[config.mk]
export PLATFORM = sky130hd
export DESIGN_NAME = cpu_ctrl
export DESIGN_NICKNAME = d
export VERILOG_FILES = /design/src/rtl/cpu_ctrl_pkg.sv /design/src/rtl/cpu_ctrl_decode.sv /design/src/rtl/cpu_ctrl_cond.sv /design/src/rtl/cpu_ctrl_seq.sv /design/src/rtl/cpu_ctrl.sv
export SDC_FILE = /design/constraint.sdc
export NUM_CORES = 1
export LEC_CHECK = 0
export BUFFER_PORTS_ARGS = -buffer_cell sky130_fd_sc_hd__buf_2
export CORE_AREA = 2 2 96 61
export DETAILED_ROUTE_END_ITERATION = 8
export DIE_AREA = 0 0 98 63
export PLACE_DENSITY = 0.75
export SETUP_SLACK_MARGIN = 0.4
export SYNTH_ARGS = -nofsm -noshare
export SYNTH_HDL_FRONTEND = slang
export SYNTH_HIERARCHICAL = 1
export SYNTH_SLANG_ARGS = --single-unit
[constraint.sdc]
create_clock -name clk -period 4.6 [get_ports clk]
set_input_delay 1.15 -clock clk [delete_from_list [all_inputs] [get_ports clk]]
set_output_delay 1.15 -clock clk [all_outputs]
set_load 0.05 [all_outputs]
[src/rtl/cpu_ctrl_pkg.sv]
package cpu_ctrl_pkg;
  localparam int OPC_W = 4;
  localparam int REG_W = 2;

  typedef enum logic [3:0] {
    ST_FADDR, ST_FREAD, ST_FCAP, ST_DECODE,
    ST_OADDR, ST_OREAD, ST_OCAP, ST_EXEC,
    ST_MREAD, ST_MCAP, ST_MWRITE, ST_HALT
  } state_e;

  typedef enum logic [3:0] {
    AOP_ADC  = 4'd0,
    AOP_SBC  = 4'd1,
    AOP_AND  = 4'd2,
    AOP_OR   = 4'd3,
    AOP_XOR  = 4'd4,
    AOP_ROL  = 4'd5,
    AOP_ROR  = 4'd6,
    AOP_SETC = 4'd7,
    AOP_CLRC = 4'd8
  } alu_op_e;

  typedef enum logic [1:0] {
    WS_ALU  = 2'd0,
    WS_MEM  = 2'd1,
    WS_IMM  = 2'd2,
    WS_REGB = 2'd3
  } wsrc_e;

  typedef enum logic [3:0] {
    K_NOP, K_LD_DIR, K_LD_IND, K_ST_DIR, K_ST_IND, K_LD_IMM,
    K_MOVE, K_ARITH, K_COMPARE, K_CARRY, K_BRANCH, K_STOP
  } kind_e;

  typedef enum logic [2:0] {
    CND_ALWAYS, CND_C, CND_V, CND_N, CND_Z
  } cond_e;

  typedef struct packed {
    kind_e   kind;
    alu_op_e aop;
    cond_e   cond;
    logic    two_word;
  } dec_t;
endpackage

[src/rtl/cpu_ctrl_decode.sv]
module cpu_ctrl_decode
  import cpu_ctrl_pkg::*;
#(
  parameter int DW = 8
) (
  input  logic [DW-1:0] ir,
  output dec_t          dec
);
  localparam int OPC_LSB = DW - OPC_W;

  logic [OPC_W-1:0] opc;
  logic [REG_W-1:0] fld_d;
  logic [REG_W-1:0] fld_s;
  logic             d_zero;
  logic             s_zero;
  logic             both_zero;

  assign opc       = ir[DW-1:OPC_LSB];
  assign fld_d     = ir[2*REG_W-1:REG_W];
  assign fld_s     = ir[REG_W-1:0];
  assign d_zero    = (fld_d == '0);
  assign s_zero    = (fld_s == '0);
  assign both_zero = d_zero && s_zero;

  // Opcodes overlap; the zero-ness of the register fields picks the meaning.
  always_comb begin
    dec.kind     = K_NOP;
    dec.aop      = AOP_ADC;
    dec.cond     = CND_ALWAYS;
    dec.two_word = 1'b0;
    unique case (opc)
      4'b0000: dec.kind = both_zero ? K_NOP : (s_zero ? K_LD_DIR : K_LD_IND);
      4'b0001: dec.kind = d_zero ? K_ST_DIR : K_ST_IND;
      4'b0010: dec.kind = s_zero ? K_LD_IMM : K_MOVE;
      4'b0100: begin
        dec.kind = both_zero ? K_BRANCH : K_COMPARE;
        dec.aop  = AOP_SBC;
        dec.cond = CND_ALWAYS;
      end
      4'b0101: begin
        dec.kind = both_zero ? K_BRANCH : K_ARITH;
        dec.aop  = AOP_ADC;
        dec.cond = CND_V;
      end
      4'b0110: begin
        dec.kind = both_zero ? K_BRANCH : K_ARITH;
        dec.aop  = AOP_SBC;
        dec.cond = CND_N;
      end
      4'b1000: begin
        dec.kind = both_zero ? K_BRANCH : K_ARITH;
        dec.aop  = AOP_AND;
        dec.cond = CND_Z;
      end
      4'b1100: begin
        dec.kind = both_zero ? K_BRANCH : K_ARITH;
        dec.aop  = AOP_ROL;
        dec.cond = CND_C;
      end
      4'b1001: begin
        dec.kind = K_ARITH;
        dec.aop  = AOP_OR;
      end
      4'b1010: begin
        dec.kind = K_ARITH;
        dec.aop  = AOP_XOR;
      end
      4'b1101: begin
        dec.kind = both_zero ? K_CARRY : K_ARITH;
        dec.aop  = both_zero ? AOP_CLRC : AOP_ROR;
      end
      4'b1110: begin
        dec.kind = K_CARRY;
        dec.aop  = AOP_SETC;
      end
      4'b1111: dec.kind = K_STOP;
      default: dec.kind = K_NOP;
    endcase
    dec.two_word = (dec.kind == K_LD_DIR) || (dec.kind == K_ST_DIR) ||
                   (dec.kind == K_LD_IMM) || (dec.kind == K_BRANCH);
  end
endmodule

[src/rtl/cpu_ctrl_cond.sv]
module cpu_ctrl_cond
  import cpu_ctrl_pkg::*;
(
  input  cond_e cond,
  input  logic  flag_z,
  input  logic  flag_c,
  input  logic  flag_n,
  input  logic  flag_v,
  output logic  taken
);
  always_comb begin
    unique case (cond)
      CND_ALWAYS: taken = 1'b1;
      CND_C:      taken = flag_c;
      CND_V:      taken = flag_v;
      CND_N:      taken = flag_n;
      CND_Z:      taken = flag_z;
      default:    taken = 1'b0;
    endcase
  end
endmodule

[src/rtl/cpu_ctrl_seq.sv]
module cpu_ctrl_seq
  import cpu_ctrl_pkg::*;
#(
  parameter int AW = 8,
  parameter int DW = 8
) (
  input  logic             clk,
  input  logic             rst_n,
  input  kind_e            kind,
  input  logic             two_word,
  input  logic             taken,
  input  logic [DW-1:0]    mem_rdata,
  input  logic [DW-1:0]    rf_a_val,
  input  logic [DW-1:0]    rf_b_val,
  output logic [DW-1:0]    ir,
  output logic [DW-1:0]    opr,
  output logic [AW-1:0]    ip,
  output logic [AW-1:0]    mar,
  output logic             mem_re,
  output logic             mem_we,
  output logic             rf_we,
  output logic [1:0]       rf_wsrc,
  output logic             flag_we,
  output logic             halted
);
  localparam logic [AW-1:0] IP_STEP = AW'(1);

  state_e state;
  state_e nxt;
  wsrc_e  wsrc;

  always_comb begin
    nxt = state;
    unique case (state)
      ST_FADDR:  nxt = ST_FREAD;
      ST_FREAD:  nxt = ST_FCAP;
      ST_FCAP:   nxt = ST_DECODE;
      ST_DECODE: nxt = two_word ? ST_OADDR : ST_EXEC;
      ST_OADDR:  nxt = ST_OREAD;
      ST_OREAD:  nxt = ST_OCAP;
      ST_OCAP:   nxt = ST_EXEC;
      ST_EXEC: begin
        unique case (kind)
          K_LD_DIR, K_LD_IND: nxt = ST_MREAD;
          K_ST_DIR, K_ST_IND: nxt = ST_MWRITE;
          K_STOP:             nxt = ST_HALT;
          default:            nxt = ST_FADDR;
        endcase
      end
      ST_MREAD:  nxt = ST_MCAP;
      ST_MCAP:   nxt = ST_FADDR;
      ST_MWRITE: nxt = ST_FADDR;
      ST_HALT:   nxt = ST_HALT;
      default:   nxt = ST_FADDR;
    endcase
  end

  always_ff @(posedge clk or negedge rst_n) begin
    if (!rst_n) begin
      state <= ST_FADDR;
      ip    <= '0;
      mar   <= '0;
      ir    <= '0;
      opr   <= '0;
    end else begin
      state <= nxt;
      unique case (state)
        ST_FADDR, ST_OADDR: mar <= ip;
        ST_FCAP: begin
          ir <= mem_rdata;
          ip <= ip + IP_STEP;
        end
        ST_OCAP: begin
          opr <= mem_rdata;
          ip  <= ip + IP_STEP;
        end
        ST_EXEC: begin
          unique case (kind)
            K_LD_DIR, K_ST_DIR: mar <= AW'(opr);
            K_LD_IND:           mar <= AW'(rf_b_val);
            K_ST_IND:           mar <= AW'(rf_a_val);
            K_BRANCH:           if (taken) ip <= AW'(opr);
            default: ;
          endcase
        end
        default: ;
      endcase
    end
  end

  always_comb begin
    wsrc = WS_ALU;
    if (state == ST_MCAP)
      wsrc = WS_MEM;
    else if (kind == K_LD_IMM)
      wsrc = WS_IMM;
    else if (kind == K_MOVE)
      wsrc = WS_REGB;
  end

  assign rf_wsrc = wsrc;
  assign mem_re  = (state == ST_FREAD) || (state == ST_OREAD) || (state == ST_MREAD);
  assign mem_we  = (state == ST_MWRITE);
  assign rf_we   = (state == ST_MCAP) ||
                   ((state == ST_EXEC) &&
                    ((kind == K_LD_IMM) || (kind == K_MOVE) || (kind == K_ARITH)));
  assign flag_we = (state == ST_EXEC) &&
                   ((kind == K_ARITH) || (kind == K_COMPARE) || (kind == K_CARRY));
  assign halted  = (state == ST_HALT);

  // every byte capture advances the pointer by one
  p_ip_step_r2: assert property (@(posedge clk) disable iff (!rst_n)
    (state == ST_FCAP || state == ST_OCAP) |=> ip == $past(ip) + IP_STEP);

  // the instruction register takes the byte returned by the read
  p_ir_load_r2: assert property (@(posedge clk) disable iff (!rst_n)
    (state == ST_FCAP) |=> ir == $past(mem_rdata));

  // a read strobe is always followed by a capture state
  p_read_capture_r2: assert property (@(posedge clk) disable iff (!rst_n)
    mem_re |=> (state == ST_FCAP || state == ST_OCAP || state == ST_MCAP));

  // a taken jump loads the operand into the pointer
  p_jump_taken_r6: assert property (@(posedge clk) disable iff (!rst_n)
    (state == ST_EXEC && kind == K_BRANCH && taken) |=> ip == AW'($past(opr)));

  // an untaken jump leaves the pointer past the operand
  p_jump_untaken_r6: assert property (@(posedge clk) disable iff (!rst_n)
    (state == ST_EXEC && kind == K_BRANCH && !taken) |=> $stable(ip));

  // compare updates flags and never writes a register
  p_cmp_flags_only_r7: assert property (@(posedge clk) disable iff (!rst_n)
    (state == ST_EXEC && kind == K_COMPARE) |-> (flag_we && !rf_we));

  // the halt state is terminal and silent
  p_halt_sticky_r9: assert property (@(posedge clk) disable iff (!rst_n)
    halted |=> (halted && $stable(ip) && !mem_we && !mem_re && !rf_we && !flag_we));
endmodule

[src/rtl/cpu_ctrl.sv]
module cpu_ctrl
  import cpu_ctrl_pkg::*;
#(
  parameter int AW = 8,
  parameter int DW = 8
) (
  input  logic             clk,
  input  logic             rst_n,
  output logic [AW-1:0]    mem_addr,
  output logic             mem_re,
  output logic             mem_we,
  input  logic [DW-1:0]    mem_rdata,
  output logic [REG_W-1:0] rf_a_sel,
  output logic [REG_W-1:0] rf_b_sel,
  input  logic [DW-1:0]    rf_a_val,
  input  logic [DW-1:0]    rf_b_val,
  output logic             rf_we,
  output logic [1:0]       rf_wsrc,
  output logic [DW-1:0]    imm,
  output logic [3:0]       alu_op,
  output logic             flag_we,
  input  logic             flag_z,
  input  logic             flag_c,
  input  logic             flag_n,
  input  logic             flag_v,
  output logic [AW-1:0]    ip,
  output logic             halted
);
  dec_t          dec;
  logic          taken;
  logic [DW-1:0] ir;

  cpu_ctrl_decode #(.DW(DW)) u_decode (
    .ir  (ir),
    .dec (dec)
  );

  cpu_ctrl_cond u_cond (
    .cond   (dec.cond),
    .flag_z (flag_z),
    .flag_c (flag_c),
    .flag_n (flag_n),
    .flag_v (flag_v),
    .taken  (taken)
  );

  cpu_ctrl_seq #(.AW(AW), .DW(DW)) u_seq (
    .clk       (clk),
    .rst_n     (rst_n),
    .kind      (dec.kind),
    .two_word  (dec.two_word),
    .taken     (taken),
    .mem_rdata (mem_rdata),
    .rf_a_val  (rf_a_val),
    .rf_b_val  (rf_b_val),
    .ir        (ir),
    .opr       (imm),
    .ip        (ip),
    .mar       (mem_addr),
    .mem_re    (mem_re),
    .mem_we    (mem_we),
    .rf_we     (rf_we),
    .rf_wsrc   (rf_wsrc),
    .flag_we   (flag_we),
    .halted    (halted)
  );

  assign rf_a_sel = ir[2*REG_W-1:REG_W];
  assign rf_b_sel = ir[REG_W-1:0];
  assign alu_op   = dec.aop;

  // the two memory strobes are mutually exclusive
  p_strobe_excl_r11: assert property (@(posedge clk) disable iff (!rst_n)
    !(mem_re && mem_we));

  // no memory write or register write is issued from the halted state
  p_halt_quiet_r9: assert property (@(posedge clk) disable iff (!rst_n)
    halted |-> !(mem_we || rf_we));
endmodule

==> impl_results.md <==
* Clock skew at 0.00488 ns
* Worst hold slack at 0.493 ns
* Clock buffer depth at 2
* Post-cts resize count at 0
* Worst EP required at 3.45 ns
* IO Port Bufs at 68
* Highest clock rate at 254 MHz
* N_diodes at 0
* Syn_nets at 303
* Crit. End Element: primary output
* Number of global-route vias before repair at 2070
* Min Tclk post-route at 3.93 ns
* Congestion Overflow GR at 0
* Layout fillers at 490
* Max Cap Viol at 0
* CTS tree: done
* Core box area at 5330 um^2
* Critical path arrival at 2.78 ns
* Final Hold Vio Count at 0
* TNS Setup at 0 ns
* P&R area growth vs syn at 16.7%
* CP Buf/Inv Count at 1
* Top FF cell, synth: dfrtp_1
* Chip width at 98 um
* Register area share after synthesis at 35.2%
* Std cell rows at 21
* Max FO, Critical Path at 7
* DRT iter0 DRCs at 232
* Post-synth EDFFs at 0
* Max stage delay on crit path at 0.60 ns
* CTS clk-pin slew, worst paths at 0.08 ns
* H-tree lvl count at 2
* Final setup fails at 0
* Mapped cell area at 2560 um^2
* Clk_lat worst skew at 0.29 ns
* Synthesized instance count at 272
* Via density at 5.94
* Final net count at 359
* Top cell type's share of synthesized area at 35.2%
* Count leader, synth: dfrtp_1
* RePlAce Congestion at 0.872
* Remaining DRCs at 0
* Total GRT Usage at 21.9%
* WL final at 6530 um
* CTS Hold Bufs at 0
* Clock sinks at 36
* Commonest cells in the synthesized netlist: dfrtp_1 (36), nor2_1 (32), nand2_1 (19)
* Die ar. at 6170 um^2
* Setup crit start kind: flip-flop
* Antenna-violating nets left at 0
* Async S/R FF share, synth at 100%
* Post-CTS Setup Repair Bufs at 0
* Slew Limit Fails at 0
* Drt wl/cell at 16.4 um
* CP Cell Sequence: or4_4 -> o22ai_1 -> a22o_1 -> nor2b_1 -> a21oi_1 -> nor2_2 -> buf_2
* Clk root buf: clkbuf_8
* Yosys reg bits at 36
* Starting Density at 47.9%
* Delay-heaviest family, CP: simple AND/OR/NAND/NOR gates
* Vias after detailed routing at 2365
* Top post-synthesis cells by area: dfrtp_1 (35%), mux2_1 (7.0%), nor2_1 (4.7%), a21oi_1 (3.5%), nand2_1 (2.8%)
* Share of cells above drive strength 1 at 30.7%
* Worst rel slew slack at 47.9%
* Pin count of the biggest net entering global routing at 37
* RSZ-0062 raised after global routing: false
* Initial DRT Pass Iterations at 5
* Die Ht at 63 um
* Yosys top cell by area: dfrtp_1
* Initial antenna violation count at 0
* WS Path Type: reg -> out
* Min-Delay Path Class: reg -> reg
* First-pass GRT wire length at 10800 um
* Worst slew pin tran at 0.782 ns
* Io pins at 69
* Syn_area_per_cell at 9.40 um^2
* CTS buffer count at 5
* Synth cell types at 62
* Crit-path slowest cell: or4_4
* Final critical-path share of the clock period at 85.5%
* Yosys warnings at 6
* Status: finished clean
* Post-DP HPWL at 4840 um
state kept, by name, indices dropped and copies added (netlist names):
name         count
u_seq/state      4
u_seq/mar        8
u_seq/ir         8
u_seq/ip         8
u_seq/opr        8
layout by cell type, fill, tap and decap left out, drive strengths merged, types with 4 or more instances in the layout:
| master | synthesis | layout |
|---|---|---|
| nand2b | 8 | 8 |
| nor3 | 7 | 7 |
| mux2 | 16 | 16 |
| nor2 | 34 | 34 |
| a31oi | 7 | 7 |
| o31ai | 4 | 4 |
| a211oi | 4 | 4 |
| a21oi | 18 | 18 |
| o21ai | 10 | 10 |
| dfrtp | 36 | 36 |
| o22ai | 6 | 6 |
| o2bb2ai | 7 | 7 |
| nand2 | 19 | 19 |
| o22a | 7 | 7 |
| a221o | 5 | 5 |
| a22o | 4 | 4 |
| buf | 15 | 70 |
| clkbuf | 6 | 5 |
| inv | 6 | 6 |
| nor2b | 5 | 5 |
| nor4 | 4 | 4 |
layout make-up:
type	count	area [um^2]	area share, %
flip-flops and latches	36	901	30.2
well taps	69	86.3	2.89
repair buffers	70	355	11.9
clock inverters	3	18.8	0.629
multi-input cells	209	1530	51.3
inverters	6	22.5	0.755
clock buffers	5	68.8	2.31
final timing paths:
path	end	start	cells past startpoint	slack, ns
worst max-delay path	flag_we	u_seq/ir[3]$_DFFE_PN0P_	7	0.67
worst min-delay path	u_seq/mar[2]$_DFFE_PN0P_	u_seq/mar[2]$_DFFE_PN0P_	1	0.49
worst max register to register	u_seq/mar[3]$_DFFE_PN0P_	u_seq/ir[6]$_DFFE_PN0P_	9	1.44
worst min register to register	u_seq/mar[2]$_DFFE_PN0P_	u_seq/mar[2]$_DFFE_PN0P_	1	0.49
max in group asynchronous	u_seq/ir[6]$_DFFE_PN0P_	rst_n	1	3.17
min in group asynchronous	u_seq/ip[5]$_DFFE_PN0P_	rst_n	1	0.93
cell families (layout without fill, tap and decap cells):
kind of cell    Yosys count  count (layout)  share of synthesized area [%]
simple gates            102             102                           24.9
mux                      17              17                           7.44
flops                    36              36                           35.2
buf+inv                  27              84                           5.58
xor+xnor                  4               4                           1.37
compound gates           84              84                           24.7
fa+ha+maj                 2               2                          0.881
stage by stage:
step                instance area, um^2  instances  utilization [%]  worst slack, ns
floorplan                          2570        272                -            0.239
global placement                   2900        390             54.3             1.03
detailed placement                 2900        390             54.3            0.971
CTS                                2980        398             55.9            0.642
global route                       2980        398             55.9            0.476
finish                             2980        398             55.9            0.667
per-layer routing:
layer / GRT usage [%] / up-vias / share of wire, %
li1: - / 1126 / -
met1: 33.8 / 1134 / 48
met2: 30.4 / 94 / 43
met3: 6.04 / 11 / 8.0
met4: 4.17 / 0 / 0.67
met5: 0 / - / 0
Power is left out: the tool's default activity adds up to more than one toggle a clock period on the data nets, which glitch-free logic cannot reach.
